==> config.mk <==
export PLATFORM = sky130hd
export DESIGN_NAME = i2c_wake_ctl
export DESIGN_NICKNAME = d
export VERILOG_FILES = /design/src/rtl/i2c_wake_ctl.sv
export SDC_FILE = /design/constraint.sdc
export NUM_CORES = 1
export LEC_CHECK = 0
export BUFFER_PORTS_ARGS = -buffer_cell sky130_fd_sc_hd__buf_2
export CAP_MARGIN = 25
export CORE_UTILIZATION = 40
export CTS_CLUSTER_DIAMETER = 50
export DETAILED_ROUTE_END_ITERATION = 10
export SLEW_MARGIN = 20
export SYNTH_ARGS = -nofsm -noshare
export SYNTH_HDL_FRONTEND = slang
export SYNTH_SLANG_ARGS = --single-unit
==> constraint.sdc <==
create_clock -name clk -period 2.45 [get_ports clk]
set_input_delay 0.735 -clock clk [delete_from_list [all_inputs] [get_ports clk]]
set_output_delay 0.735 -clock clk [all_outputs]
set_load 0.03 [all_outputs]
==> src/rtl/i2c_wake_ctl.sv <==
module i2c_wake_ctl #(
  parameter int SYNC_STAGES  = 2,
  parameter int GUARD_CYCLES = 3
) (
  input  logic       clk,
  input  logic       rst_n,
  input  logic       scl_in,
  input  logic       sda_in,
  input  logic [6:0] own_addr,
  input  logic       if_en,
  input  logic       stop_ie,
  input  logic       mst_busy,
  input  logic       wr_en,
  input  logic [7:0] wr_data,
  output logic [7:0] ctrl_q,
  input  logic       start_req,
  output logic       start_ok,
  input  logic       wait_req,
  output logic       wait_ok,
  input  logic       txd_req,
  output logic       txd_ok,
  input  logic       stop_req,
  output logic       stop_grant,
  output logic       irq,
  output logic       wake,
  output logic       bus_busy,
  output logic       addr_hit,
  output logic       ext_hit
);
  localparam int GW = $clog2(GUARD_CYCLES + 1);
  localparam logic [GW-1:0] GMAX = GW'(GUARD_CYCLES);

  logic [SYNC_STAGES-1:0] scl_sy, sda_sy;
  logic scl_p, sda_p;
  logic wake_en, cfg_fm, cfg_df, cfg_ps, woke, mst_lock, in_addr;
  logic [GW-1:0] gcnt;
  logic [2:0] bit_cnt;
  logic [6:0] sh;

  wire scl_s = scl_sy[SYNC_STAGES-1];
  wire sda_s = sda_sy[SYNC_STAGES-1];
  wire start_det = scl_s & scl_p & sda_p & ~sda_s;
  wire stop_det  = scl_s & scl_p & ~sda_p & sda_s;
  wire scl_rise  = scl_s & ~scl_p;
  wire [7:0] full = {sh, sda_s};
  wire is_ext   = (full[7:4] == 4'b0000) || (full[7:3] == 5'b11110);
  wire is_match = (full[7:1] == own_addr) && !is_ext;
  wire byte_done = in_addr && scl_rise && (bit_cnt == 3'd7);
  wire hit = is_ext || is_match;
  wire arm_set = wr_en && wr_data[7] && !wake_en && !mst_busy && !bus_busy && !addr_hit && !ext_hit;
  wire arm_clr = wr_en && !wr_data[7] && wake_en;
  wire unused_wr = ^{wr_data[6:4], wr_data[1]};

  assign ctrl_q     = {wake_en, 1'b0, scl_s, sda_s, cfg_fm, cfg_df, 1'b0, cfg_ps};
  assign start_ok   = start_req && !mst_lock && !wake_en;
  assign wait_ok    = wait_req && !wake_en;
  assign txd_ok     = txd_req && !wake_en;
  assign stop_grant = stop_req && (!wake_en || gcnt == GMAX);

  always_ff @(posedge clk or negedge rst_n) begin
    if (!rst_n) begin
      scl_sy <= '0;
      sda_sy <= '0;
      scl_p  <= 1'b0;
      sda_p  <= 1'b0;
    end else begin
      scl_sy <= {scl_sy[SYNC_STAGES-2:0], scl_in};
      sda_sy <= {sda_sy[SYNC_STAGES-2:0], sda_in};
      scl_p  <= scl_s;
      sda_p  <= sda_s;
    end
  end

  always_ff @(posedge clk or negedge rst_n) begin
    if (!rst_n) begin
      wake_en <= 1'b0;
      cfg_fm  <= 1'b0;
      cfg_df  <= 1'b0;
      cfg_ps  <= 1'b0;
      woke    <= 1'b0;
      mst_lock <= 1'b0;
      gcnt    <= '0;
    end else begin
      if (wr_en && !if_en) begin
        cfg_fm <= wr_data[3];
        cfg_df <= wr_data[2];
        cfg_ps <= wr_data[0];
      end
      if (arm_set) wake_en <= 1'b1;
      else if (arm_clr) wake_en <= 1'b0;
      if (arm_set || arm_clr) woke <= 1'b0;
      else if (byte_done && hit && wake_en) woke <= 1'b1;
      if (arm_clr && !woke) mst_lock <= 1'b1;
      else if (start_det || stop_det) mst_lock <= 1'b0;
      if (arm_set) gcnt <= '0;
      else if (wake_en && gcnt != GMAX) gcnt <= gcnt + 1'b1;
    end
  end

  always_ff @(posedge clk or negedge rst_n) begin
    if (!rst_n) begin
      bus_busy <= 1'b0;
      in_addr  <= 1'b0;
      bit_cnt  <= '0;
      sh       <= '0;
      addr_hit <= 1'b0;
      ext_hit  <= 1'b0;
      irq      <= 1'b0;
      wake     <= 1'b0;
    end else begin
      irq  <= (byte_done && hit) || (stop_det && stop_ie && !wake_en);
      wake <= byte_done && hit && wake_en;
      if (start_det) bus_busy <= 1'b1;
      else if (stop_det) bus_busy <= 1'b0;
      if (start_det || stop_det) begin
        in_addr  <= start_det;
        bit_cnt  <= '0;
        addr_hit <= 1'b0;
        ext_hit  <= 1'b0;
      end else if (in_addr && scl_rise) begin
        sh      <= full[6:0];
        bit_cnt <= bit_cnt + 1'b1;
        if (bit_cnt == 3'd7) begin
          in_addr  <= 1'b0;
          addr_hit <= is_match;
          ext_hit  <= is_ext;
        end
      end
    end
  end

  a_r3_cfg_locked: assert property (@(posedge clk) disable iff (!rst_n)
    $past(if_en) |-> $stable({cfg_fm, cfg_df, cfg_ps}));
  a_r4_arm_when_idle: assert property (@(posedge clk) disable iff (!rst_n)
    $rose(wake_en) |-> $past(!mst_busy && !bus_busy && !addr_hit && !ext_hit));
  a_r5_no_stop_irq: assert property (@(posedge clk) disable iff (!rst_n)
    (wake_en && stop_det && !byte_done) |=> !irq);
  a_r7_guard_hold: assert property (@(posedge clk) disable iff (!rst_n)
    $rose(wake_en) |-> !stop_grant);
  a_r8_start_locked: assert property (@(posedge clk) disable iff (!rst_n)
    ($fell(wake_en) && !$past(woke)) |-> !start_ok);
  a_r6_wake_with_irq: assert property (@(posedge clk) disable iff (!rst_n)
    wake |-> irq);
endmodule

Word-level counts from Yosys, hierarchy flattened
Cells that the tools add are included.
{"block": "totals", "ff_bits": 30, "inputBits": 27, "output_inout_bits": 17, "word_cells": 106}
{"block": "op_classes", "add_sub_neg": 2, "eq_ne": 5, "mux": 21, "n_bitwise": 10, "reduce_logical": 49}
{"cell": "logical AND 1 bit", "count": 23}
{"cell": "two-way mux 1 bit", "count": 17}
{"cell": "nonzero test 2 bit", "count": 7}
{"cell": "logical NOT 1 bit", "count": 10}
{"cell": "equality test 7 bit", "count": 1}
{"cell": "bitwise AND 1 bit", "count": 6}
{"cell": "logical OR 1 bit", "count": 6}
{"cell": "two-way mux 3 bit", "count": 2}
{"cell": "equality test 5 bit (second input constant)", "count": 1}
{"cell": "logical NOT 4 bit", "count": 1}
{"cell": "two-way mux 2 bit", "count": 2}
{"cell": "inverter 1 bit", "count": 4}
{"cell": "AND reduction 2 bit", "count": 2}
{"cell": "adder 3 x 1 -> 3 bit (second input constant)", "count": 1}
{"cell": "equality test 3 bit (second input constant)", "count": 1}
{"cell": "adder 2 x 1 -> 2 bit (second input constant)", "count": 1}
{"cell": "equality test 2 bit (second input constant)", "count": 1}
{"cell": "!= test 2 bit (second input constant)", "count": 1}

Depth between registers and ports, before layout
Gate-level depths: netlist of run 1.
{"block": "depth", "word_depth": 9, "ltp_mapped": 5, "mapped_depth_nobuf": 5}

Worst setup path after synthesis of run 1
Ideal clock, no wire load.
{"block": "synth_path", "path_type": "input-to-output", "start": "in start_req", "end": "out start_ok", "arrival_time_ps": 1466, "required_time_ps": 1715, "path_slack_ps": 249, "cell_stages": 1, "n_path_buf": 0, "cell_sequence": "nor3b_1"}
{"block": "synth_via", "elab_chain_len": 2}
{"element": "from (decl)", "line": "16", "source": "input logic start_req,"}
{"element": "logical AND 1 bit (2 in a row)", "line": "55", "source": "assign start_ok = start_req && !mst_lock && !wake_en;"}
{"element": "to (decl)", "line": "17", "source": "output logic start_ok,"}
No other way between the ends.

Worst setup path after layout of run 1
{"block": "layout_path", "start": "reg wake_en", "end": "out stop_grant"}
{"block": "layout_via", "elab_chain_len": 3}
{"element": "from (decl)", "line": "35", "source": "logic wake_en, cfg_fm, cfg_df, cfg_ps, woke, mst_lock, in_addr;"}
{"element": "from (signal assigned)", "line": "76", "source": "wake_en <= 1'b0;"}
{"element": "from (signal assigned)", "line": "89", "source": "if (arm_set) wake_en <= 1'b1;"}
{"element": "from (signal assigned)", "line": "90", "source": "else if (arm_clr) wake_en <= 1'b0;"}
{"element": "logical NOT 1 bit", "line": "58", "source": "assign stop_grant = stop_req && (!wake_en || gcnt == GMAX);"}
{"element": "logical OR 1 bit", "line": "58"}
{"element": "logical AND 1 bit", "line": "58"}
{"element": "to (decl)", "line": "23", "source": "output logic stop_grant,"}
No other way between the ends.

==> results_dict.tcl, run 1 <==
set metrics [dict create \
    yosys_warnings 0 \
    grt_overflow 0 \
    crit_path_max_fanout 12 \
    dr.pass1.iters 4 \
    drt-initial-drc-count 50 \
    syn_area_um2 1460 \
    h-tree-depth 2 \
    place_congestion 0.736 \
    fmax_mhz 464 \
    root_buffer "clkbuf_4" \
    arrival_ps 1420 \
    path_class "reg2out" \
    path_buf_inv 2 \
    synthMuxAreaShare_pct 3.10 \
    slew_headroom_pct 56.6 \
    n_antenna_cell 0 \
    synthAdderAreaFrac_pct 2.58 \
    postSynthCellCount 141 \
    cp_slowest_cell "dfrtp_1" \
    fin_nets 205 \
    yosysSeqAreaShare_pct 51.6 \
    die_w_um 62.3 \
    area_growth_pct 16.1 \
    setup_tns_ps 0 \
    fin_ws_ps 296 \
    num_rows 21 \
    path_clk_slew_ps 100 \
    post_cts_resized 0 \
    rsz0062_at_grt "no" \
    period_share_pct 87.9 \
    pre_cts_slack_ps 478 \
    synth_cell_type_count 36 \
    cts_tree "done" \
    outcome "completed" \
    synth-main-ff-cell "dfrtp_1" \
    hold_class "reg2reg" \
    grt_pass1_wl_um 4950 \
    avgSynthCellArea_um2 10.3 \
    synth_edf_count 0 \
    wl_per_cell_um 12.7 \
    maxCapViolations 0 \
    wirelength_um 2810 \
    ios 44 \
    finClkSkew_ps 11.2 \
    clock-sinks 30 \
    ys_ff_latch 30 \
    vias 1086 \
    finalHoldViolCount 0 \
    synthSimpleGateAreaFrac_pct 18.7 \
    grt_pass1_vias 1076 \
    dp_hpwl_um 2050 \
    drive_above_1_share_pct 32.4 \
    slew_viol_final 0 \
    power.density_nw_per_um2 903 \
    core_um2 3420 \
    cp_data_required_time_ps 1710 \
    async_flop_share_pct 100 \
    drc 0 \
    synth_top_cell_area_share_pct 51.6 \
    clkLatencyLatePin_ps 330 \
    postCtsSetupBuffers 0 \
    vias_per_cell 4.89 \
    synth_top_family_by_area "simple AND/OR/NAND/NOR gates" \
    die_h_um 62.3 \
    path_delay_family "flip-flops" \
    start_util_pct 42.6 \
    fillCellCount 332 \
    synth-compound-area-share_pct 12.6 \
    setup_viol 0 \
    worstPathCellList "inv_1 -> o21a_1 -> buf_2" \
    port_buffers 37 \
    synth_top_cell_by_area "dfrtp_1" \
    cts-buffers-inserted 5 \
    cts_buffer_depth 2 \
    antenna_found_initial 0 \
    cts_hold_buf 0 \
    p_leak_nw 0.837 \
    tightestPinTransition_ps 651 \
    grt_usage_pct 16.9 \
    die-area_um2 3880 \
    vdd_ir_drop_max_mv 0.400 \
    cp-end-kind "primary output" \
    synth_xor_xnor_area_share_pct 5.42 \
    period_needed_ps 2150 \
    slowest_delay_ps 560 \
    grt_max_degree 31 \
    power.total_mw 1.53 \
    postRouteAntennaNets 0 \
    synth_area_leaders "dfrtp_1 (52%), nand2_1 (7.2%), xor2_1 (4.2%)" \
    cp-start-kind "flip-flop" \
]
[worst paths after layout]
path                           start    endpoint  slack, ps  cells past startpoint
max                          wake_en  stop_grant        300                      3
max reg2reg                scl_sy[1]        woke        880                      4
max in group asynchronous      rst_n   scl_sy[0]       1600                      1
min in group asynchronous      rst_n       sh[4]        420                      1
min reg2reg                sda_sy[0]   sda_sy[1]        350                      0
min                        sda_sy[0]   sda_sy[1]        350                      0
[power by group]
group / total [mW] / leakage, nW / internal (mW) / switching (mW)
registers: 0.729 / 0.378 / 0.607 / 0.121
clock network: 0.308 / 0.0353 / 0.139 / 0.169
logic: 0.490 / 0.423 / 0.223 / 0.266
total: 1.53 / 0.837 / 0.969 / 0.556
[state kept, by name, summed over array words and instances (netlist names), 2 cells and up]
register	cells
scl_sy	2
gcnt	2
sda_sy	2
sh	7
bit_cnt	3
[area by class of cell]
| type | count | area [um^2] | area share [%] |
|---|---|---|---|
| well taps | 46 | 57.6 | 3.41 |
| clock buffers | 7 | 55.1 | 3.26 |
| inverters | 3 | 11.3 | 0.667 |
| flip-flops and latches | 30 | 751 | 44.4 |
| multi-input cells | 98 | 624 | 37.0 |
| repair buffers | 37 | 185 | 11.0 |
| clock inverters | 1 | 5.00 | 0.296 |
[per-layer routing]
metal / GRT usage [%] / up-vias / wire (um)
met5: 0 / - / 0
li1: - / 542 / -
met1: 20.5 / 512 / 1310
met4: 8.43 / 0 / 59
met2: 26.1 / 26 / 1280
met3: 6.62 / 6 / 168
[cells in the mapped netlist (2+ instances only)]
master	n
nand3b_1	2
xnor2_1	2
ha_1	3
mux2_2	4
a22o_1	3
nand3_1	3
clkbuf_1	2
a21oi_2	2
nand2_1	28
nor2b_1	5
xor2_1	7
a21oi_1	2
o21ai_0	11
nand4_1	2
o21a_1	2
nor2_1	5
dfrtp_1	30
buf_4	8
inv_1	3
[cell usage in the layout, fill, tap and decap left out, types with 2 or more instances in the layout]
cell	synthesis	final
o21a_1	2	2
nand3b_1	2	2
conb_1	1	2
clkbuf_4	0	5
buf_2	1	37
nand4_1	2	2
dfrtp_1	30	30
a22o_1	3	3
mux2_2	4	4
inv_1	3	3
xnor2_1	2	2
nand3_1	3	3
o21ai_0	11	11
xor2_1	7	7
nand2_1	28	28
nor2_1	5	5
ha_1	3	3
a21oi_2	2	2
nor2b_1	5	5
a21oi_1	2	2
[cells by family (layout without fill, tap and decap cells)]
family                     Yosys count  count (layout)
adders and majority gates            3               3
muxes                                4               4
AOI/OAI and AO/OA                   26              26
xor gates and xnor gates             9               9
buffers and inverters               14              48
DFF                                 30              30
other                                1               2
and+or+nand+nor                     54              54
[through the flow]
stage,cells,util (%),instance area (um^2),hold WS (ps)
2_1_floorplan,142,-,1460,331
4_1_cts,222,49.5,1690,358
3_5_place_dp,214,47.7,1630,336
6_report,222,49.5,1690,353
3_3_place_gp,214,47.7,1630,338
5_1_grt,222,49.5,1690,375
Power figures use the tool's default switching activity.
==> run 2: changes to the inputs <==
Settings changed: ABC_AREA set to 1.
==> results_dict.tcl, run 2 <==
set metrics [dict create \
    synth_cell_type_count 27 \
    fin_nets 234 \
    grt_usage_pct 15.8 \
    start_util_pct 42.4 \
    critPathLaunch "wake_en" \
    area_growth_pct 17.3 \
    power.density_nw_per_um2 935 \
    design_area_um2 1690 \
    final_common_cell "nand2_1" \
    grt_pass1_vias 1062 \
    wirelength_um 2640 \
    ys_ff_latch 30 \
    die-area_um2 3840 \
    fillCellCount 329 \
    clkLatencyLatePin_ps 330 \
    outcome "completed" \
    reg2reg_from "scl_sy[1]" \
    setup_tns_ps 0 \
    synth_top_cell_by_area "dfrtp_1" \
    postCtsSetupBuffers 0 \
    slew_viol_final 0 \
    pwr-share-seq_pct 46.2 \
    cts_hold_buf 0 \
    p_switching_mw 0.608 \
    dp_hpwl_um 1990 \
    hold_class "reg2reg" \
    combPwrFrac_pct 34.2 \
    h-tree-depth 2 \
    cts_tree "done" \
    place_congestion 0.784 \
    netlist_top_cells_count "nand2_1 (42), dfrtp_1 (30), inv_1 (24)" \
    rsz0062_at_grt "no" \
    path_clk_slew_ps 90 \
    avgSynthCellArea_um2 8.61 \
    synth_top_cell_area_share_pct 52.2 \
    arrival_ps 1420 \
    crit_path_max_fanout 6 \
    worstPathCellList "inv_1 -> nor2_1 -> nor2_1 -> buf_2" \
    fmax_mhz 464 \
    clock-sinks 30 \
    vdd_ir_drop_max_mv 0.326 \
    dr.pass1.iters 4 \
    setup_viol 0 \
    drive_above_1_share_pct 28.8 \
    tightestPinTransition_ps 633 \
    wl_per_cell_um 10.5 \
    cp_slowest_cell "dfrtp_1" \
    die_h_um 62.0 \
    drc 0 \
    cp-start-kind "flip-flop" \
    grt_max_degree 31 \
    slowest_delay_ps 460 \
    postRouteAntennaNets 0 \
    core_um2 3390 \
    ios 44 \
    synth_edf_count 0 \
    finClkSkew_ps 8.28 \
    period_needed_ps 2150 \
    reg_top3 "sh (7), bit_cnt (3)" \
    grt_overflow 0 \
    cts-buffers-inserted 5 \
    largest_reg_flops 7 \
    num_rows 21 \
    switching_share_pct 38.5 \
    regMostFlops "sh" \
    crit_top_cell "nor2_1" \
    worstHoldStart "sda_sy[0]" \
    grt_pass1_wl_um 4290 \
    postSynthCellCount 167 \
    async_flop_share_pct 100 \
    root_buffer "clkbuf_4" \
    cp-end-kind "primary output" \
    synth_area_leaders "dfrtp_1 (52%), nand2_1 (11%), inv_1 (6.3%)" \
    period_share_pct 87.9 \
    post_cts_resized 0 \
    yosysMostFrequentCell "nand2_1" \
    p_leak_nw 0.961 \
    vias_per_cell 4.54 \
    synth-main-ff-cell "dfrtp_1" \
    cts_buffer_depth 2 \
    drt-initial-drc-count 30 \
    port_buffers 37 \
    final_cell_mix "nand2_1 (42), buf_2 (37), dfrtp_1 (30), inv_1 (24), nor2_1 (16)" \
    n_antenna_cell 0 \
    cp_data_required_time_ps 1710 \
    vias 1140 \
    antenna_found_initial 0 \
    intPower_mw 0.969 \
    slew_headroom_pct 57.8 \
    dpl_cell_area_um2 1630 \
    path_class "reg2out" \
    syn_area_um2 1440 \
    pwr-share-clk_pct 19.6 \
    yosysSeqAreaShare_pct 52.2 \
    finalHoldViolCount 0 \
    yosys_warnings 0 \
    die_w_um 62.0 \
    maxCapViolations 0 \
]
## run 2: changes by cell type after synthesis, moves of 5 or more
cell / before / now
inv_1: 3 / 24
nand2_1: 28 / 42
nor2_1: 5 / 16
o21ai_0: 11 / 3
xor2_1: 7 / 0
inv_2: 0 / 6
o21ai_1: 0 / 6
nor2b_1: 5 / 0
## run 2: layer usage
layer | wire length [um] | track usage [%] | part of all wire (%)
met5 | 0 | 0 | 0
met4 | 45 | 6.67 | 1.7
met2 | 1250 | 24.9 | 47
met3 | 127 | 6.42 | 4.8
met1 | 1210 | 19.0 | 46
## run 2: path summary, 6_finish.rpt
path	to	slack (ps)	cells after the start
setup / recovery	stop_grant	300	4
hold / removal	sda_sy[1]	350	0
setup reg to reg	bit_cnt[1]	1070	7
hold reg to reg	sda_sy[1]	350	0
max in group asynchronous	sh[1]	1620	1
min in group asynchronous	bus_busy	420	1
## run 2: critical path, delay by kind of cell, from the launching register on
| kind | cells | cell delay [ps] |
|---|---|---|
| flops | 1 | 460 |
| buf+inv | 2 | 320 |
| simple gates | 2 | 320 |
## run 2: cells by family (layout without fill, tap and decap cells)
| family | Yosys count | after routing | share of synthesized area, % |
|---|---|---|---|
| other | 1 | 2 | 0.261 |
| and+or+nand+nor | 74 | 74 | 22.6 |
| adders and majority gates | 3 | 3 | 2.61 |
| buffers and inverters | 39 | 76 | 12.4 |
| muxes | 3 | 3 | 2.35 |
| DFF | 30 | 30 | 52.2 |
| AOI/OAI and AO/OA | 16 | 16 | 6.96 |
| xor gates and xnor gates | 1 | 1 | 0.609 |
## run 2: power groups by stage
stage               combinational (mW)  sequential (mW)  clock, mW
floorplan                        0.429            0.722          0
global placement                 0.523            0.730          0
detailed placement               0.542            0.740          0
CTS                              0.546            0.729      0.322
global route                     0.616            0.746      0.340
finish                           0.539            0.729      0.309
## run 2: metrics by stage
step | hold WS [ps] | total power, mW | utilization, % | setup WS [ps] | cells
6_report | 353 | 1.58 | 49.8 | 295 | 251
4_1_cts | 358 | 1.60 | 49.8 | 271 | 251
3_3_place_gp | 339 | 1.25 | 48.0 | 589 | 243
3_5_place_dp | 338 | 1.28 | 48.0 | 585 | 243
2_1_floorplan | 331 | 1.15 | - | 537 | 168
5_1_grt | 354 | 1.70 | 49.8 | 155 | 251
## run 2: cell type report
class                   instances  area [um^2]  area share (%)
flip-flops and latches         30          751            44.5
multi-input cells              99          513            30.4
repair buffers                 38          193            11.4
inverters                      30          113            6.68
well taps                      46         57.6            3.41
clock buffers                   7         55.1            3.26
clock inverters                 1         5.00           0.297
